===== src/rtl/icq_pkg.sv =====
package icq_pkg;

   // what a cycle does to the two-deep timestamp queue
   typedef enum logic [1:0] {
      ACT_NONE  = 2'd0,
      ACT_LOAD  = 2'd1,
      ACT_SHIFT = 2'd2,
      ACT_DROP  = 2'd3
   } icq_act_e;

endpackage


===== src/rtl/icq_ctrl.sv =====
module icq_ctrl
   import icq_pkg::*;
(
   input  logic     edge_stb,
   input  logic     no_ovw,
   input  logic     cap_full,
   input  logic     hold_full,
   input  logic     cap_rd,
   input  logic     hold_rd,
   output icq_act_e act
);

   // reads in the same cycle take effect before the edge is judged
   logic cap_busy;
   logic hold_busy;

   assign cap_busy  = cap_full  & ~cap_rd;
   assign hold_busy = hold_full & ~hold_rd;

   always_comb begin
      if (!edge_stb)
         act = ACT_NONE;
      else if (!cap_busy)
         act = ACT_LOAD;
      else if (!hold_busy || !no_ovw)
         act = ACT_SHIFT;
      else
         act = ACT_DROP;
   end

endmodule


===== src/rtl/icq_slot.sv =====
module icq_slot #(
   parameter int W = 16
) (
   input  logic         clk,
   input  logic         rst_n,
   input  logic         ld,
   input  logic [W-1:0] din,
   input  logic         rd_clr,
   output logic [W-1:0] dout,
   output logic         full
);

   initial begin
      assert (W >= 2) else $error("icq_slot: W must be at least 2");
   end

   always_ff @(posedge clk or negedge rst_n) begin
      if (!rst_n) begin
         dout <= '0;
         full <= 1'b0;
      end else begin
         if (ld)
            dout <= din;
         if (ld)
            full <= 1'b1;
         else if (rd_clr)
            full <= 1'b0;
      end
   end

   AST_FULL_AFTER_LOAD: assert property (@(posedge clk) disable iff (!rst_n)
      ld |=> full);
   AST_EMPTY_AFTER_READ: assert property (@(posedge clk) disable iff (!rst_n)
      (rd_clr && !ld) |=> !full);
   AST_VALUE_HELD: assert property (@(posedge clk) disable iff (!rst_n)
      !ld |=> $stable(dout));

endmodule


===== src/rtl/icq_acc_latch.sv =====
module icq_acc_latch #(
   parameter int AW     = 8,
   parameter bit ACC_EN = 1'b1
) (
   input  logic          clk,
   input  logic          rst_n,
   input  logic          snap,
   input  logic [AW-1:0] cnt,
   output logic [AW-1:0] held
);

   initial begin
      assert (AW >= 1) else $error("icq_acc_latch: AW must be at least 1");
   end

   generate
      if (ACC_EN) begin : g_latch
         always_ff @(posedge clk or negedge rst_n) begin
            if (!rst_n)
               held <= '0;
            else if (snap)
               held <= cnt;
         end

         AST_ACC_SNAP: assert property (@(posedge clk) disable iff (!rst_n)
            snap |=> (held == $past(cnt)));
         AST_ACC_KEEP: assert property (@(posedge clk) disable iff (!rst_n)
            !snap |=> $stable(held));
      end else begin : g_none
         logic acc_unused;
         assign acc_unused = ^{snap, cnt, clk, rst_n};
         assign held = '0;
      end
   endgenerate

endmodule


===== src/rtl/icq_channel.sv =====
module icq_channel
   import icq_pkg::*;
#(
   parameter int TW     = 16,
   parameter int AW     = 8,
   parameter bit ACC_EN = 1'b1
) (
   input  logic          clk,
   input  logic          rst_n,
   input  logic [TW-1:0] timer_val,
   input  logic          edge_stb,
   input  logic          no_ovw,
   input  logic          cap_rd,
   input  logic          hold_rd,
   input  logic [AW-1:0] acc_cnt,
   input  logic          ovf_clr,
   output logic [TW-1:0] cap_val,
   output logic [TW-1:0] hold_val,
   output logic [AW-1:0] acc_hold,
   output logic          cap_full,
   output logic          hold_full,
   output logic          ovf
);

   initial begin
      assert (TW >= 2 && TW <= 64) else $error("icq_channel: TW out of range");
      assert (AW >= 1 && AW <= 32) else $error("icq_channel: AW out of range");
   end

   icq_act_e act;
   logic     cap_ld;
   logic     hold_ld;

   icq_ctrl u_ctrl (
      .edge_stb  (edge_stb),
      .no_ovw    (no_ovw),
      .cap_full  (cap_full),
      .hold_full (hold_full),
      .cap_rd    (cap_rd),
      .hold_rd   (hold_rd),
      .act       (act)
   );

   assign cap_ld  = (act == ACT_LOAD) || (act == ACT_SHIFT);
   assign hold_ld = (act == ACT_SHIFT);

   icq_slot #(.W(TW)) u_cap (
      .clk    (clk),
      .rst_n  (rst_n),
      .ld     (cap_ld),
      .din    (timer_val),
      .rd_clr (cap_rd),
      .dout   (cap_val),
      .full   (cap_full)
   );

   icq_slot #(.W(TW)) u_hold (
      .clk    (clk),
      .rst_n  (rst_n),
      .ld     (hold_ld),
      .din    (cap_val),
      .rd_clr (hold_rd),
      .dout   (hold_val),
      .full   (hold_full)
   );

   icq_acc_latch #(.AW(AW), .ACC_EN(ACC_EN)) u_acc (
      .clk   (clk),
      .rst_n (rst_n),
      .snap  (hold_rd),
      .cnt   (acc_cnt),
      .held  (acc_hold)
   );

   // sticky overflow: a dropped edge wins over a clear in the same cycle
   always_ff @(posedge clk or negedge rst_n) begin
      if (!rst_n)
         ovf <= 1'b0;
      else if (act == ACT_DROP)
         ovf <= 1'b1;
      else if (ovf_clr)
         ovf <= 1'b0;
   end

   AST_LOAD_TIMER: assert property (@(posedge clk) disable iff (!rst_n)
      (edge_stb && act != ACT_DROP) |=> (cap_val == $past(timer_val) && cap_full));
   AST_SHIFT_OLD: assert property (@(posedge clk) disable iff (!rst_n)
      (act == ACT_SHIFT) |=> (hold_val == $past(cap_val) && hold_full));
   AST_NO_OVERWRITE: assert property (@(posedge clk) disable iff (!rst_n)
      (no_ovw && hold_full && !hold_rd) |=> $stable(hold_val));
   AST_DROP_KEEPS: assert property (@(posedge clk) disable iff (!rst_n)
      (act == ACT_DROP) |=> ($stable(cap_val) && $stable(hold_val) && ovf));
   AST_OVF_STICKY: assert property (@(posedge clk) disable iff (!rst_n)
      (ovf && !ovf_clr) |=> ovf);
   AST_DROP_NEEDS_LOCK: assert property (@(posedge clk) disable iff (!rst_n)
      (act == ACT_DROP) |-> (no_ovw && cap_full && hold_full));
   AST_IDLE_STABLE: assert property (@(posedge clk) disable iff (!rst_n)
      !edge_stb |=> ($stable(cap_val) && $stable(hold_val)));

endmodule


===== config.mk =====
export PLATFORM = sky130hd
export DESIGN_NAME = icq_channel
export DESIGN_NICKNAME = d
export VERILOG_FILES = /design/src/rtl/icq_pkg.sv /design/src/rtl/icq_ctrl.sv /design/src/rtl/icq_slot.sv /design/src/rtl/icq_acc_latch.sv /design/src/rtl/icq_channel.sv
export SDC_FILE = /design/constraint.sdc
export NUM_CORES = 1
export LEC_CHECK = 0
export ABC_AREA = 1
export ABC_CLOCK_PERIOD_IN_PS = 1700
export BUFFER_PORTS_ARGS = -buffer_cell sky130_fd_sc_hd__buf_2
export CAP_MARGIN = 20
export CORE_ASPECT_RATIO = 0.8
export CORE_MARGIN = 2
export CORE_UTILIZATION = 47
export DETAILED_ROUTE_END_ITERATION = 7
export MAX_ROUTING_LAYER = met4
export PLACE_DENSITY = 0.76
export SLEW_MARGIN = 15
export SYNTH_ARGS = -nofsm -noshare
export SYNTH_HDL_FRONTEND = slang
export SYNTH_SLANG_ARGS = --single-unit

===== constraint.sdc =====
create_clock -name clk -period 1.7 [get_ports clk]
set_input_delay 0.17 -clock clk [delete_from_list [all_inputs] [get_ports clk]]
set_output_delay 0.17 -clock clk [all_outputs]
set_load 0.01 [all_outputs]

Yosys cells after proc, flatten, opt, wreduce, memory -nomap -nowiden
Cells that the tools add are included.
- flip-flop bits (word level): 43
- bits of input ports: 31
- output and inout port bits: 43
- equality and inequality tests: 3
- muxes and demuxes: 9
- bitwise logic cells: 4
- reductions and logical operators: 7
- operators by type and width (kind ; number):
    $mux 1 ; 7
    $reduce_bool 2->1 ; 3
    $eq 2x2->1 const B ; 2
    $mux 2 ; 2
    $and 1x1->1 ; 2
    $eq 2x1->1 const B ; 1
    $logic_not 1->1 ; 2
    $logic_or 1x1->1 ; 2
    $not 1->1 ; 2

Longest topological paths before layout
Gate-level depths: netlist (run 1).
- word-level depth: 10
- depth in mapped cells: 9
- mapped depth without buffers: 7

By module
A second synthesis (run 1) with hierarchy kept.
- cells, all modules: 194
- area, all modules: 1759.2 µm²
- modules (own cells, without submodules) (module ; instances ; cells an instance ; area an instance (µm²) ; sequential area each (µm²)):
    icq_slot ; 2 ; 72 ; 675.6 ; 425.4
    icq_acc_latch ; 1 ; 34 ; 305.3 ; 200.2
    icq_channel ; 1 ; 9 ; 72.6 ; 25.0
    icq_ctrl ; 1 ; 7 ; 30.0 ; 0.0

Worst setup path after synthesis (run 1)
OpenSTA, ideal clock, no wires.
- kind: reg2reg
- from: register u_cap.full
- to: register u_cap.dout[10]
- setup time: 83 ps
- arrival: 1393 ps
- data required time: 1617 ps
- setup slack: 224 ps
- stages on the path, launching flop included: 8
- cell sequence: dfrtp_1 > inv_1 > nor2_1 > inv_1 > nor2_1 > ha_1 > buf_4 > o21ai_0
- cells in the longest elaborated chain, start to end: 5
- RTL lines (element ; line ; RTL):
    from (decl) ; icq_slot.sv:10 ; output logic full
    from (signal assigned) ; icq_slot.sv:20 ; full <= 1'b0;
    from (signal assigned) ; icq_slot.sv:25 ; full <= 1'b1;
    from (signal assigned) ; icq_slot.sv:27 ; full <= 1'b0;
    $and 1x1->1 (*) ; icq_ctrl.sv:17 ; assign cap_busy = cap_full & ~cap_rd;
    $mux 2 (*) ; icq_ctrl.sv:23 ; else if (!cap_busy)
    $mux 2 (*) ; icq_ctrl.sv:21 ; if (!edge_stb)
    $eq 2x1->1 / $eq 2x2->1 (equally long branches) ; icq_channel.sv:44 ; assign cap_ld = (act == ACT_LOAD) || (act == ACT_SHIFT);
    $logic_or 1x1->1 (*) ; icq_channel.sv:44 ;
    to (signal assigned) ; icq_slot.sv:23 ; dout <= din;
    to (decl) ; icq_slot.sv:9 ; output logic [W-1:0] dout,
Mark *: on every way between the ends. The rest lies on a longest branch, timed or not.
A chain may end at the register's enable or synchronous reset.

Final worst setup path (run 1)
Same ends and word-level chain as after synthesis.

==> results.py, run 1 <==
metrics = {
    "finish": {
        "final_cell_mix": "buf_2, nand2_1, dfrtp_1, inv_1, o21ai_0",
        "fillers": 333,
        "multi_input_area_um2": 457,
        "register_area_mm2": 0.00108,
        "nets": 300,
        "drive_gt1_frac": 0.330,
        "syn_to_final_growth_pct": 29.2,
        "stdcell_count": 309,
        "final_common_cell": "buf_2",
        "antenna_cells": 0,
    },
    "setup_path": {
        "setup.worst_path.class": "reg2reg",
        "cp_slowest_stage_delay_ns": 0.34,
        "cp-end-kind": "register",
        "crit_path_start_kind": "register",
        "worstPathMaxFanout": 19,
        "crit_chain": "inv_1 -> nor2_1 -> inv_1 -> nor2_1 -> ha_1 -> buf_4 -> o21ai_0",
        "arrival_ns": 1.72,
        "cp.required_ns": 1.91,
        "cpMaxStageDelayCell": "dfrtp_1",
    },
    "synthesis": {
        "yosysSeqAreaShare": 0.621,
        "synth-warning-count": 0,
        "synth_nets": 221,
        "ys_ff_latch": 43,
        "synth_top_area_frac": 0.621,
        "yosysTopAreaCell": "dfrtp_1",
        "synth_cells": 187,
        "avgSynthCellArea_um2": 9.27,
        "ys_top_cells_by_area": "dfrtp_1, nand2_1, o21ai_0",
        "ys_types": 16,
        "syn_area_mm2": 0.00173,
    },
    "pwr": {
        "leakage_nw": 1.29,
        "peakVddDrop_uv": 621,
        "p_per_area_mw_per_mm2": 1330,
        "power_mw": 2.97,
    },
    "drt": {
        "firstDrtPassIters": 4,
        "wirelength_mm": 3.26,
        "via_per_inst": 4.47,
        "drc": 0,
        "routedWlPerCell_um": 10.6,
        "vias": 1382,
        "drt_iter0_markers": 74,
        "ant_nets": 0,
    },
    "run_status": {
        "status": "completed",
    },
    "placement": {
        "hpwl_mm": 2.52,
        "place_inst": 300,
        "place_ws_ns": 0.166,
        "finalWeightedCongestion": 0.763,
        "io_buffers": 73,
    },
    "timing": {
        "slew_viol_final": 0,
        "setup_viol": 0,
        "setup_tns_ns": 0,
        "post-route-period-util": 0.888,
        "slew_headroom": 0.696,
        "fin_skew_ns": 0.00497,
        "post-route-min-period_ns": 1.51,
        "hold_viol_final": 0,
        "fmax_ghz": 0.662,
        "rsz0062_at_grt": "false",
        "fin_ws_ns": 0.191,
        "worst-slew-pin-transition_ns": 0.455,
    },
    "global_route": {
        "grt_pass1_vias": 1258,
        "grt.overflow.total": 0,
        "grt_max_degree": 25,
        "grt_first_pass_wirelength_mm": 5.58,
        "antenna_found_initial": 0,
        "grt_usage": 0.182,
    },
    "clocking": {
        "path_clk_slew_ns": 0.08,
        "numClockSinks": 43,
        "clock_latency_ns": 0.29,
        "cts_tree": "yes",
        "h-tree-depth": 2,
        "root_buffer": "clkbuf_8",
        "cts_setup_buffers": 0,
        "cts_max_path_buffers": 2,
        "cts_buffers": 5,
    },
    "die": {
        "fp.coreArea_mm2": 0.00347,
        "fp.dieArea_mm2": 0.00419,
        "fp-row-count": 19,
        "die_y_um": 58.3,
        "die_w_um": 71.9,
        "pin_count": 74,
        "initial_core_util": 0.499,
    },
    "min_path": {
        "hold_class": "in2reg",
    },
    "run": {
        "maxCapViolCount": 0,
    },
}
## layout make-up
cell class | instances | area share
clock buffer | 5 | 0.0307
clock inverter | 3 | 0.00671
inverter | 37 | 0.0643
multi-input combinational | 100 | 0.204
sequential | 43 | 0.481
tap | 42 | 0.0235
timing repair buffer | 79 | 0.190
## per-stage QoR
step                      instance area (um2)  hold WS (ns)   util
after floorplan                          1730        -0.126      -
after global placement                   2140         0.147  0.618
final                                    2240        0.0482  0.645
after detailed placement                 2140         0.145  0.618
after global routing                     2240        0.0447  0.645
after CTS                                2240        0.0435  0.645
## Yosys cell counts, drive strengths merged
cell / number
a21o: 1
a21oi: 1
buf: 6
clkbuf: 1
dfrtp: 43
ha: 3
inv: 37
nand2: 59
nand3: 1
nor2: 2
o21ai: 32
o21bai: 1
## per-layer routing
metal  wire length [um]  up-vias  GRT usage  share of wire
met2               1540       41      0.275           0.47
met3                202        6     0.0394          0.062
li1                   -      718          -              -
met1               1460      617      0.234           0.45
met5                  0        -          -              0
met4                 63        0     0.0970          0.019
## logic make-up (layout without fill, tap and decap cells)
kind of cell    count (synthesis)  after routing  synth area share
fa+ha+maj                       3              3            0.0217
flops                          43             43             0.621
buf+inv                        44            124             0.116
simple gates                   62             62             0.138
compound gates                 35             35             0.104
## final timing paths
check	cells past startpoint	start	endpoint	slack, ns
max in group asynchronous	3	rst_n	u_acc.held[3]	0.87
min in group asynchronous	2	rst_n	u_cap.dout[2]	0.36
setup reg to reg	7	u_cap.full	u_cap.dout[10]	0.19
hold reg to reg	2	u_acc.held[2]	u_acc.held[2]	0.47
setup / recovery	7	u_cap.full	u_cap.dout[10]	0.19
hold / removal	2	ovf_clr	ovf	0.05
## critical path: cells and delay by family (launching register included)
kind,cells,cell delay (ns)
AO/OA/AOI/OAI,1,0.19
flip-flops,1,0.34
adder cells (fa/ha/maj),1,0.28
buffers and inverters,3,0.31
AND/OR/NAND/NOR,2,0.32
## flip-flops by register name, indices dropped and copies added (netlist names)
name and cells:
ovf 1, u_hold.full 1, u_acc.held 8, u_cap.dout 16, u_hold.dout 16, u_cap.full 1
## what timing repair did
| action | 4_1_cts | 5_1_grt |
|---|---|---|
| hold buffers | 1 | 0 |
| resized for setup | 0 | 0 |
| hold endpoints to repair | 19 | 0 |
## where the power goes
| part | total [mW] | internal (mW) | switching, mW |
|---|---|---|---|
| clock network | 0.607 | 0.281 | 0.326 |
| registers | 1.51 | 1.33 | 0.182 |
| logic | 0.855 | 0.369 | 0.487 |
Power figures use the tool's default switching activity.
==> run 2: changes to the inputs <==
==> constraint.sdc (replaced) <==
create_clock -name clk -period 1.7 [get_ports clk]
set_input_delay 0.34 -clock clk [delete_from_list [all_inputs] [get_ports clk]]
set_output_delay 0.34 -clock clk [all_outputs]
set_load 0.01 [all_outputs]
==> results.py, run 2 (synthesized netlist as in run 1, its figures left out) <==
metrics = {
    "run_status": {
        "status": "completed",
    },
    "drt": {
        "via_per_inst": 4.48,
        "routedWlPerCell_um": 10.8,
        "vias": 1384,
        "drt_iter0_markers": 72,
        "ant_nets": 0,
        "wirelength_mm": 3.35,
        "firstDrtPassIters": 4,
        "drc": 0,
    },
    "global_route": {
        "grt_first_pass_wirelength_mm": 5.58,
        "grt_max_degree": 34,
        "antenna_found_initial": 0,
        "grt.overflow.total": 0,
        "busiest_layer": "met2",
        "grt_usage": 0.181,
        "use_met3": 0.0394,
        "grt_pass1_vias": 1290,
        "grtUsageMet1": 0.218,
        "grt_use_met2": 0.298,
    },
    "setup_path": {
        "worstPathMaxFanout": 33,
        "arrival_ns": 1.74,
        "setup.worst_path.class": "reg2reg",
        "cp.required_ns": 1.90,
        "crit_path_start_kind": "register",
        "rrSetupSlack_ns": 0.16,
        "cp-end-kind": "register",
    },
    "placement": {
        "dpl-instance-area_mm2": 0.00216,
        "hpwl_mm": 2.54,
        "finalWeightedCongestion": 0.791,
        "io_buffers": 73,
        "place_ws_ns": 0.0473,
    },
    "die": {
        "die_w_um": 71.9,
        "fp.dieArea_mm2": 0.00419,
        "die_y_um": 58.3,
        "fp-row-count": 19,
        "initial_core_util": 0.499,
        "fp.coreArea_mm2": 0.00347,
        "pin_count": 74,
    },
    "pwr": {
        "p_per_area_mw_per_mm2": 1390,
        "peakVddDrop_uv": 812,
        "leakage_nw": 1.31,
    },
    "timing": {
        "post-route-period-util": 0.905,
        "slew_headroom": 0.728,
        "worst-slew-pin-transition_ns": 0.408,
        "hold_viol_final": 0,
        "fin_skew_ns": 0.00453,
        "slew_viol_final": 0,
        "fin_ws_ns": 0.162,
        "setup_viol": 0,
        "fmax_ghz": 0.650,
        "rsz0062_at_grt": "false",
        "setup_tns_ns": 0,
        "hold_slack_ns": 0.229,
        "post-route-min-period_ns": 1.54,
    },
    "finish": {
        "post-route-util": 0.658,
        "antenna_cells": 0,
        "final_area_mm2": 0.00228,
        "drive_gt1_frac": 0.330,
        "final_cell_mix": "buf_2, nand2_1, dfrtp_1, inv_1, o21ai_0",
        "largest_registers": "u_cap.dout: 16 flops, u_hold.dout: 16 flops, u_acc.held: 8 flops",
        "fillers": 316,
        "nets": 300,
        "final_common_cell": "buf_2",
        "syn_to_final_growth_pct": 31.8,
    },
    "clocking": {
        "path_clk_slew_ns": 0.07,
        "cts_buffers": 5,
        "numClockSinks": 43,
        "clock_latency_ns": 0.29,
        "cts_setup_buffers": 0,
        "cts_max_path_buffers": 2,
        "root_buffer": "clkbuf_8",
        "cts_tree": "yes",
        "h-tree-depth": 2,
    },
    "run": {
        "maxCapViolCount": 0,
    },
    "min_path": {
        "hold_class": "in2reg",
    },
}
==> run 2: final cells by class <==
cell class | instances | area, um2 | area share
Tap cell | 42 | 52.6 | 0.0230
Clock inverter | 2 | 35.0 | 0.0153
Inverter | 37 | 144 | 0.0630
Multi-Input combinational cell | 100 | 457 | 0.200
Clock buffer | 6 | 82.6 | 0.0361
Timing Repair Buffer | 79 | 438 | 0.192
Sequential cell | 43 | 1080 | 0.471
==> run 2: report_power, final <==
part / switching, mW / leakage, nW / internal, mW
clock network: 0.323 / 0.0612 / 0.475
registers: 0.176 / 0.532 / 1.33
logic: 0.502 / 0.721 / 0.378
total: 1.00 / 1.31 / 2.18
==> run 2: through the flow <==
step / std cells / power (mW)
after floorplan: 187 / 1.96
after global placement: 300 / 2.37
after detailed placement: 300 / 2.42
after CTS: 309 / 3.23
after global routing: 309 / 3.40
final: 309 / 3.18
==> run 2: metal layers <==
| metal | wire length, um | vias to the layer above |
|---|---|---|
| met1 | 1410 | 613 |
| met5 | 0 | - |
| met4 | 57 | 0 |
| met2 | 1660 | 48 |
| met3 | 223 | 6 |
| li1 | - | 717 |
==> run 2: timing repair <==
item,CTS,global route
hold buffers,1,0
hold endpoints to repair,17,0
endpoints found under the setup margin,0,0
resized for setup,0,0
==> run 2: path summary, 6_finish.rpt <==
path,from,to,cells past startpoint
worst min register to register,u_acc.held[2],u_acc.held[2],2
max in group asynchronous,rst_n,u_hold.dout[12],3
worst max-delay path,u_cap.full,u_cap.dout[7],7
worst max register to register,u_cap.full,u_cap.dout[7],7
min in group asynchronous,rst_n,u_acc.held[1],2
worst min-delay path,ovf_clr,ovf,2
==> run 2: worst max-delay path: stages (launching register included) <==
cell	delay [ns]
dfrtp_1	0.35
inv_1	0.04
nor2_1	0.17
inv_1	0.08
nor2_1	0.15
ha_1	0.28
buf_12	0.17
o21ai_0	0.19
